$ cat config.mk
export PLATFORM = sky130hd
export DESIGN_NAME = frame_clk_div
export DESIGN_NICKNAME = d
export VERILOG_FILES = /design/src/rtl/fcd_pkg.sv /design/src/rtl/fcd_period_ctr.sv /design/src/rtl/fcd_phase_gen.sv /design/src/rtl/frame_clk_div.sv
export SDC_FILE = /design/constraint.sdc
export NUM_CORES = 1
export LEC_CHECK = 0
export BUFFER_PORTS_ARGS = -buffer_cell sky130_fd_sc_hd__buf_2
export CAP_MARGIN = 20
export CORE_MARGIN = 5
export CORE_UTILIZATION = 35
export CTS_CLUSTER_DIAMETER = 200
export DETAILED_ROUTE_END_ITERATION = 8
export PLACE_DENSITY = 0.58
export SLEW_MARGIN = 15
export SYNTH_ARGS = -nofsm -noshare
export SYNTH_HDL_FRONTEND = slang
export SYNTH_SLANG_ARGS = --single-unit
$ cat constraint.sdc
create_clock -name clk_i -period 2.7 [get_ports clk_i]
set_input_delay 0.27 -clock clk_i [delete_from_list [all_inputs] [get_ports clk_i]]
set_output_delay 0.27 -clock clk_i [all_outputs]
set_load 0.1 [all_outputs]
$ cat src/rtl/fcd_pkg.sv
package fcd_pkg;

  // Selects how the high phase of each output period is sized.
  typedef enum logic {
    DUTY_FIELD = 1'b0,  // high time comes from the high-time input
    DUTY_HALF  = 1'b1   // high time is floor(period/2), input ignored
  } duty_mode_e;

endpackage

$ cat src/rtl/fcd_period_ctr.sv
// Holds the active divide/high-time settings and the in-period counter.
// Settings are reloaded only at the last cycle of a period or while stopped.
module fcd_period_ctr #(
  parameter int unsigned DIV_W = 8
) (
  input  logic             clk_i,
  input  logic             rst_ni,
  input  logic [DIV_W-1:0] div_i,
  input  logic [DIV_W-1:0] hi_i,
  output logic [DIV_W-1:0] div_n,
  output logic [DIV_W-1:0] hi_n,
  output logic [DIV_W-1:0] cnt_n,
  output logic [DIV_W-1:0] div_q,
  output logic [DIV_W-1:0] cnt_q
);

  logic [DIV_W-1:0] hi_q;
  logic             stopped;
  logic             last_cyc;
  logic             ld_en;

  always_comb begin
    stopped  = (div_q == '0);
    last_cyc = (cnt_q == div_q);
    ld_en    = stopped | last_cyc;
    div_n    = ld_en ? div_i : div_q;
    hi_n     = ld_en ? hi_i  : hi_q;
    cnt_n    = ld_en ? '0    : cnt_q + 1'b1;
  end

  always_ff @(posedge clk_i or negedge rst_ni) begin
    if (!rst_ni) begin
      div_q <= '0;
      hi_q  <= '0;
    end else if (ld_en) begin
      div_q <= div_i;
      hi_q  <= hi_i;
    end
  end

  always_ff @(posedge clk_i or negedge rst_ni) begin
    if (!rst_ni) begin
      cnt_q <= '0;
    end else begin
      cnt_q <= cnt_n;
    end
  end

endmodule

$ cat src/rtl/fcd_phase_gen.sv
// Decides the level of the next output cycle and registers it.
module fcd_phase_gen #(
  parameter int unsigned          DIV_W     = 8,
  parameter fcd_pkg::duty_mode_e  DUTY_MODE = fcd_pkg::DUTY_FIELD
) (
  input  logic             clk_i,
  input  logic             rst_ni,
  input  logic [DIV_W-1:0] div_n,
  input  logic [DIV_W-1:0] hi_n,
  input  logic [DIV_W-1:0] cnt_n,
  output logic             clk_o
);

  logic level_n;
  logic level_q;

  generate
    if (DUTY_MODE == fcd_pkg::DUTY_HALF) begin : g_half
      logic [DIV_W:0] half_len;
      logic           unused_hi;
      assign unused_hi = ^hi_n;
      always_comb begin
        half_len = ({1'b0, div_n} + 1'b1) >> 1;
        level_n  = (div_n != '0) && ({1'b0, cnt_n} < half_len);
      end
    end else begin : g_field
      // cnt_n never exceeds div_n, so h >= v keeps the level high all period.
      always_comb begin
        level_n = (div_n != '0) && (cnt_n <= hi_n);
      end
    end
  endgenerate

  always_ff @(posedge clk_i or negedge rst_ni) begin
    if (!rst_ni) begin
      level_q <= 1'b0;
    end else begin
      level_q <= level_n;
    end
  end

  assign clk_o = level_q;

endmodule

$ cat src/rtl/frame_clk_div.sv
module frame_clk_div #(
  parameter int unsigned         DIV_W     = 8,
  parameter fcd_pkg::duty_mode_e DUTY_MODE = fcd_pkg::DUTY_FIELD
) (
  input  logic             clk_i,
  input  logic             rst_ni,
  input  logic [DIV_W-1:0] div_val_i,
  input  logic [DIV_W-1:0] hi_val_i,
  output logic             clk_o,
  output logic             active_o
);

  logic [DIV_W-1:0] div_n;
  logic [DIV_W-1:0] hi_n;
  logic [DIV_W-1:0] cnt_n;
  logic [DIV_W-1:0] div_q;
  logic [DIV_W-1:0] cnt_q;

  fcd_period_ctr #(
    .DIV_W (DIV_W)
  ) u_ctr (
    .clk_i  (clk_i),
    .rst_ni (rst_ni),
    .div_i  (div_val_i),
    .hi_i   (hi_val_i),
    .div_n  (div_n),
    .hi_n   (hi_n),
    .cnt_n  (cnt_n),
    .div_q  (div_q),
    .cnt_q  (cnt_q)
  );

  fcd_phase_gen #(
    .DIV_W     (DIV_W),
    .DUTY_MODE (DUTY_MODE)
  ) u_phase (
    .clk_i  (clk_i),
    .rst_ni (rst_ni),
    .div_n  (div_n),
    .hi_n   (hi_n),
    .cnt_n  (cnt_n),
    .clk_o  (clk_o)
  );

  assign active_o = (div_q != '0);

endmodule

==> run_results.csv, run 1 <==
group,metric,value,unit
status,outcome,"complete, but fails checks",
status,violations,"hold timing",
setup_path,path_max_fanout,10,
pwr,irDropWorstVdd,0.295,mV
sta,drv_slew,0,
placed_design,gp_congestion,0.801,
routing,drtIter0Drc,71,
sta,finalHoldViolCount,25,
min_path,min_path_type,"in -> async",
sta,period_minus_slack,2.66,ns
sta,worst_pin_slew,0.572,ns
layout,n_antenna_cell,0,
floorplanning,pin_count,20,
logic_synthesis,syn_nets,137,
clocking,cts_made_buffers,3,
floorplanning,die_h,72.3,µm
sta,hold_ws,-0.0169,ns
pwr,power,1760,µW
floorplanning,rows,22,
layout,syn_to_final_growth,20.7,%
logic_synthesis,yosysSeqAreaShare,0.461,
global_routing,first_global_vias,1017,
routing,drt_wl_total,2770,µm
clocking,path_clk_slew,0.09,ns
clocking,cts_tree,"done",
logic_synthesis,ys_types,24,
routing,drtAntennaViolNets,0,
floorplanning,die_w,72.3,µm
logic_synthesis,synth-seq-cells,25,
floorplanning,start_util,0.365,
pwr,power_density,1070,nW/µm²
global_routing,grt_pass1_wl,4750,µm
global_routing,grt_remaining_overflow,0,
layout,final_common_cell,"dfrtp_1",
routing,avgRoutedWirePerCell,14.7,µm
sta,fin_crit_sh,0.984,
global_routing,grtUsageTotal,0.116,
sta,finalSetupViolCount,0,
logic_synthesis,synthTopCellsByArea,"dfrtp_1, mux2_2, xor2_1, ha_1, mux2i_1",
setup_path,required,2.90,ns
sta,slew_headroom,0.619,
routing,dr.pass1.iters,4,
logic_synthesis,synth_top_cell_by_area,"dfrtp_1",
logic_synthesis,syn-cell-area,1360,µm²
layout,final_core_util,0.440,
routing,via_per_inst,4.93,
setup_path,crit_arrival,2.85,ns
clocking,clock_latency,0.27,ns
sta,fmax,376,MHz
setup_path,crit_type,"reg -> reg",
clocking,cts-root-buf,"clkbuf_8",
logic_synthesis,synth_top_area_share,0.461,
layout,drive_above_1_share,0.383,
sta,tns,0,ns
layout,nets,169,
sta,rsz0062_at_grt,"yes",
sta,finClkSkew,0.00601,ns
clocking,cts.sinks,25,
pwr,power_leakage,0.000740,µW
global_routing,grt_max_degree,26,
floorplanning,dieArea,5220,µm²
placed_design,port_buffers,19,
floorplanning,core_area,3720,µm²
clocking,cts_max_level,1,
run,max_cap_viol_count,0,
setup_path,critPathCaptureType,"flip-flop",
clocking,clockBufferDepth,2,
setup_path,start_kind,"flip-flop",
logic_synthesis,synthCells,110,
layout,final_cell_mix,"dfrtp_1, buf_2, xor2_1",
placed_design,hpwl,2170,µm
routing,via_count,931,
routing,route.detailed.drc,0,
global_routing,antenna_found_initial,0,
logic_synthesis,synth_warnings,0,
logic_synthesis,syn_area_per_cell,12.3,µm²
-- cell families (layout without fill, tap and decap cells) --
| kind of cell | count (synthesis) | after routing | synth area share |
|---|---|---|---|
| AO/OA/AOI/OAI | 9 | 9 | 0.0471 |
| XOR/XNOR | 14 | 14 | 0.0904 |
| adder cells (fa/ha/maj) | 9 | 9 | 0.0830 |
| buffers and inverters | 3 | 34 | 0.0351 |
| flip-flops | 25 | 25 | 0.461 |
| multiplexers | 21 | 21 | 0.168 |
| AND/OR/NAND/NOR | 29 | 29 | 0.115 |
-- through the flow --
step	cells	instance area [µm²]	setup WS [ns]	hold WS [ns]
2_1_floorplan	110	1380	0.0582	-0.0256
3_3_place_gp	179	1530	0.0924	0.294
3_5_place_dp	179	1530	0.0464	0.304
4_1_cts	183	1580	0.0305	0.00344
5_1_grt	189	1640	-0.112	0.0368
6_report	189	1640	0.0439	-0.0169
-- flip-flops by register name, indices dropped and copies added (netlist names) --
signal / flops
u_ctr.div_q: 8
u_phase.clk_o: 1
u_ctr.cnt_q: 8
u_ctr.hi_q: 8
-- cell usage after synthesis, drive strengths merged --
cell type   n
dfrtp      25
mux2       14
xor2       13
ha          9
mux2i       7
nor2        7
nand3       6
nor4        6
a21oi       3
and3        3
buf         3
nand2       3
a22o        2
nand4       2
a21boi      1
a31oi       1
nor2b       1
o211ai      1
o32a        1
or2         1
xnor2       1
-- final cells by class --
type                            count  area, µm²
Sequential cell                    25        626
Clock inverter                      1       5.00
Fill cell                         353       2080
Multi-Input combinational cell     82        714
Clock buffer                        3       41.3
Tap cell                           48       60.1
Timing Repair Buffer               30        190
-- what timing repair did --
| action | 4_1_cts | 5_1_grt |
|---|---|---|
| buffers inserted | 0 | 6 |
| setup endpoints to repair | 0 | 1 |
| hold buffers | 0 | 0 |
| gates resized for setup | 0 | 4 |
-- critical path, cell delays in order, from the launching register on --
cell     delay (ns)
dfrtp_1        0.45
xor2_1         0.16
nor4_1         0.30
nand2_1        0.19
nand2_4        0.18
buf_12         0.15
mux2i_2        0.22
ha_1           0.29
a21oi_2        0.14
a21oi_1        0.07
o32a_1         0.29
a31oi_1        0.13
-- where the power goes --
part,switching (µW),internal [µW]
clock,124,103
sequential,172,558
combinational,385,416
total,681,1080
-- routing by layer --
metal | vias to the layer above | GRT usage | wire (µm) | part of all wire
met2 | 10 | 0.186 | 1390 | 0.50
li1 | 464 | - | - | -
met3 | 6 | 0.0152 | 44 | 0.016
met1 | 451 | 0.151 | 1270 | 0.46
met5 | - | 0 | 0 | 0
met4 | 0 | 0.0605 | 72 | 0.026
-- path summary, 6_finish.rpt --
| kind | startpoint | endpoint | slack, ns | cells after the start |
|---|---|---|---|---|
| hold / removal | rst_ni | u_ctr.hi_q[5]$_DFF_PN0_ | -0.02 | 1 |
| setup reg to reg | u_ctr.cnt_q[1]$_DFF_PN0_ | u_phase.clk_o$_DFF_PN0_ | 0.04 | 11 |
| max in group asynchronous | rst_ni | u_ctr.cnt_q[2]$_DFF_PN0_ | 2.34 | 1 |
| setup / recovery | u_ctr.cnt_q[1]$_DFF_PN0_ | u_phase.clk_o$_DFF_PN0_ | 0.04 | 11 |
| hold reg to reg | u_ctr.hi_q[0]$_DFF_PN0_ | u_ctr.hi_q[0]$_DFF_PN0_ | 0.50 | 1 |
| min in group clk_i | div_val_i[7] | u_ctr.div_q[7]$_DFF_PN0_ | 0.22 | 2 |
(Power assumes the default switching activity.)
==> run 2: changes to the inputs <==
- CORE_ASPECT_RATIO: default -> 1.4
- CTS_CLUSTER_SIZE: default -> 28
- SYNTH_HIERARCHICAL: default -> 1
==> run 2 against run 1 <==
Effect of this change:
- first-iteration DRC count down 61%
- clock-buffer cell count up 1
- clock skew down 0.0042 ns
- the run still ends with hold timing left
- sequential share of layout area down 2.6 points
- largest cell class unchanged
- sequential power down 2%
- routed wire length up 7.2%
- fmax up 2.2%
- critical path depth down 1
- clock power down 4%
==> run_results.csv, run 2 <==
group,metric,value,unit
status,outcome,"complete, but fails checks",
status,violations,"hold timing",
floorplanning,die_h,83.9,µm
setup_path,max_stage_delay,0.43,ns
routing,drtAntennaViolNets,0,
placed_design,hpwl,2060,µm
logic_synthesis,synthFlopType,"dfrtp_1",
setup_path,required,2.90,ns
placed_design,dpl.cell_count,178,
routing,via_count,992,
logic_synthesis,synth_common_cells,"dfrtp_1, xor2_1, mux2_4, ha_1, inv_1",
floorplanning,start_util,0.355,
floorplanning,core_area,3850,µm²
placed_design,placed_area,1520,µm²
pwr,power_density,1200,nW/µm²
setup_path,critPathCaptureType,"flip-flop",
floorplanning,die_w,62.8,µm
layout,drive_above_1_share,0.480,
routing,route.met2.wl,1630,µm
clocking,clockBufferDepth,2,
sta,finalSetupViolCount,0,
global_routing,grt_pass1_wl,4870,µm
logic_synthesis,ys_types,24,
layout,n_antenna_cell,0,
run,max_cap_viol_count,0,
logic_synthesis,synthTopCellsByArea,"dfrtp_1, mux2_4, ha_1, xor2_1, mux2_2",
routing,via_per_inst,5.14,
routing,route.detailed.drc,0,
setup_path,crit_arrival,2.80,ns
clocking,cts_tree,"done",
setup_path,start_kind,"flip-flop",
clocking,cts_hold_buf,0,
logic_synthesis,synth-edff-count,0,
sta,rsz0062_at_grt,"yes",
logic_synthesis,syn-cell-area,1370,µm²
layout,syn_to_final_growth,29.3,%
logic_synthesis,synthArstFlopShare,1.00,
logic_synthesis,synth_warnings,6,
logic_synthesis,synth_top_area_share,0.458,
logic_synthesis,syn_nets,142,
sta,fmax,385,MHz
placed_design,pre_cts_ws,0.0570,ns
routing,drtIter0Drc,28,
logic_synthesis,yosysSeqAreaShare,0.458,
sta,hold_ws,-0.0108,ns
logic_synthesis,synthCells,115,
layout,final_cell_mix,"dfrtp_1, buf_2, buf_4",
clocking,cts_made_buffers,3,
clocking,clock_latency,0.26,ns
setup_path,path_cells,"xor2_2, nor4_2, a22o_2, buf_12, mux2_4, ha_4, nand4_1, buf_4, o21ai_2, and3_1",
routing,top_layer_used,"met4",
placed_design,port_buffers,19,
sta,finalHoldViolCount,25,
layout,final_common_cell,"dfrtp_1",
placed_design,gp_congestion,0.795,
global_routing,grtUsageTotal,0.114,
layout,nets,178,
global_routing,first_global_vias,1068,
setup_path,crit_family,"simple AND/OR/NAND/NOR gates",
global_routing,grt_remaining_overflow,0,
logic_synthesis,synth_top_cell_by_area,"dfrtp_1",
sta,setup_ws,0.100,ns
setup_path,slowest_stage,"dfrtp_2",
global_routing,grt_max_degree,26,
logic_synthesis,syn_area_per_cell,11.9,µm²
sta,slew_headroom,0.625,
setup_path,worst-path-buf-inv,2,
routing,drt_wl_total,2970,µm
floorplanning,pin_count,20,
routing,dr_wl_met3,119,µm
floorplanning,dieArea,5270,µm²
layout,fin_area,1770,µm²
min_path,min_path_type,"in -> async",
sta,fin_crit_sh,0.963,
layout,final_cells,193,
setup_path,crit_type,"reg -> reg",
clocking,cts-root-buf,"clkbuf_8",
floorplanning,rows,27,
sta,worst_pin_slew,0.563,ns
pwr,power_leakage,0.000804,µW
pwr,irDropWorstVdd,0.578,mV
sta,drv_slew,0,
routing,wl_met1,1200,µm
setup_path,path_max_fanout,8,
sta,finClkSkew,0.00184,ns
logic_synthesis,synth.most_common_cell,"dfrtp_1",
clocking,cts.sinks,25,
clocking,path_clk_slew,0.08,ns
routing,dr.pass1.iters,4,
sta,period_minus_slack,2.60,ns
routing,avgRoutedWirePerCell,15.4,µm
logic_synthesis,synth-seq-cells,25,
clocking,cts_max_level,1,
layout,top_regs,"u_ctr/cnt_q: 8 flops, u_ctr/div_q: 8 flops, u_ctr/hi_q: 8 flops",
global_routing,antenna_found_initial,0,
## run 2: cell count changes in the layout (fill, tap and decap cells not counted), sizes merged, moves of 2 or more
| cell | before | now |
|---|---|---|
| clkbuf | 3 | 5 |
| nor4 | 6 | 8 |
| inv | 0 | 9 |
| nand3 | 6 | 4 |
| buf | 30 | 33 |
| mux2i | 7 | 0 |
| o21ai | 0 | 2 |
## run 2: area by class of cell
| class | instances | area, µm² |
|---|---|---|
| Tap cell | 43 | 53.8 |
| Fill cell | 366 | 2080 |
| Multi-Input combinational cell | 78 | 767 |
| Clock buffer | 4 | 45.0 |
| Inverter | 9 | 33.8 |
| Sequential cell | 25 | 629 |
| Timing Repair Buffer | 34 | 238 |
## run 2: logic make-up (layout without fill, tap and decap cells)
group / count (synthesis) / count (layout) / synth area share
flip-flops: 25 / 25 / 0.458
XOR/XNOR: 14 / 14 / 0.0897
adder cells (fa/ha/maj): 9 / 9 / 0.0824
multiplexers: 14 / 14 / 0.143
AO/OA/AOI/OAI: 10 / 10 / 0.0485
buffers and inverters: 12 / 47 / 0.0531
AND/OR/NAND/NOR: 31 / 31 / 0.125
## run 2: routing by layer
metal | global-route usage | vias up
li1 | - | 472
met1 | 0.133 | 503
met2 | 0.198 | 15
met3 | 0.0310 | 2
met4 | 0.0405 | 0
met5 | 0 | -
## run 2: repair_timing
item                       4_1_cts  5_1_grt
gates resized for setup          0       20
buffers inserted                 0       10
setup endpoints to repair        0        1
## run 2: worst reg2reg max path, cell delays in order (launching register included)
cell and delay, ns:
dfrtp_2 0.43, xor2_2 0.18, nor4_2 0.33, a22o_2 0.26
buf_12 0.15, mux2_4 0.33, ha_4 0.26, nand4_1 0.17
buf_4 0.20, o21ai_2 0.09, and3_1 0.15
## run 2: where the power goes
part / internal (µW) / switching [µW] / leakage (µW)
Clock: 105 / 113 / 0.0000228
Sequential: 562 / 155 / 0.000293
Combinational: 615 / 570 / 0.000488
## run 2: worst paths after layout
check	startpoint	endpoint	slack [ns]	depth (start not counted)
max	u_ctr/div_q[2]$_DFF_PN0_	u_phase/clk_o$_DFF_PN0_	0.1	10
min	rst_ni	u_ctr/div_q[1]$_DFF_PN0_	-0.01	1
max reg2reg	u_ctr/div_q[2]$_DFF_PN0_	u_phase/clk_o$_DFF_PN0_	0.1	10
min reg2reg	u_ctr/hi_q[4]$_DFF_PN0_	u_ctr/hi_q[4]$_DFF_PN0_	0.51	1
max in group asynchronous	rst_ni	u_ctr/cnt_q[2]$_DFF_PN0_	2.31	1
min in group clk_i	div_val_i[3]	u_ctr/div_q[3]$_DFF_PN0_	0.25	2
## run 2: through the flow
step | setup TNS [ns] | util | total power, µW
finish | 0 | 0.459 | 2120
global route | -0.0469 | 0.459 | 2310
CTS | 0 | 0.406 | 1850
detailed placement | 0 | 0.394 | 1620
global placement | 0 | 0.394 | 1600
floorplan | 0 | - | 1380
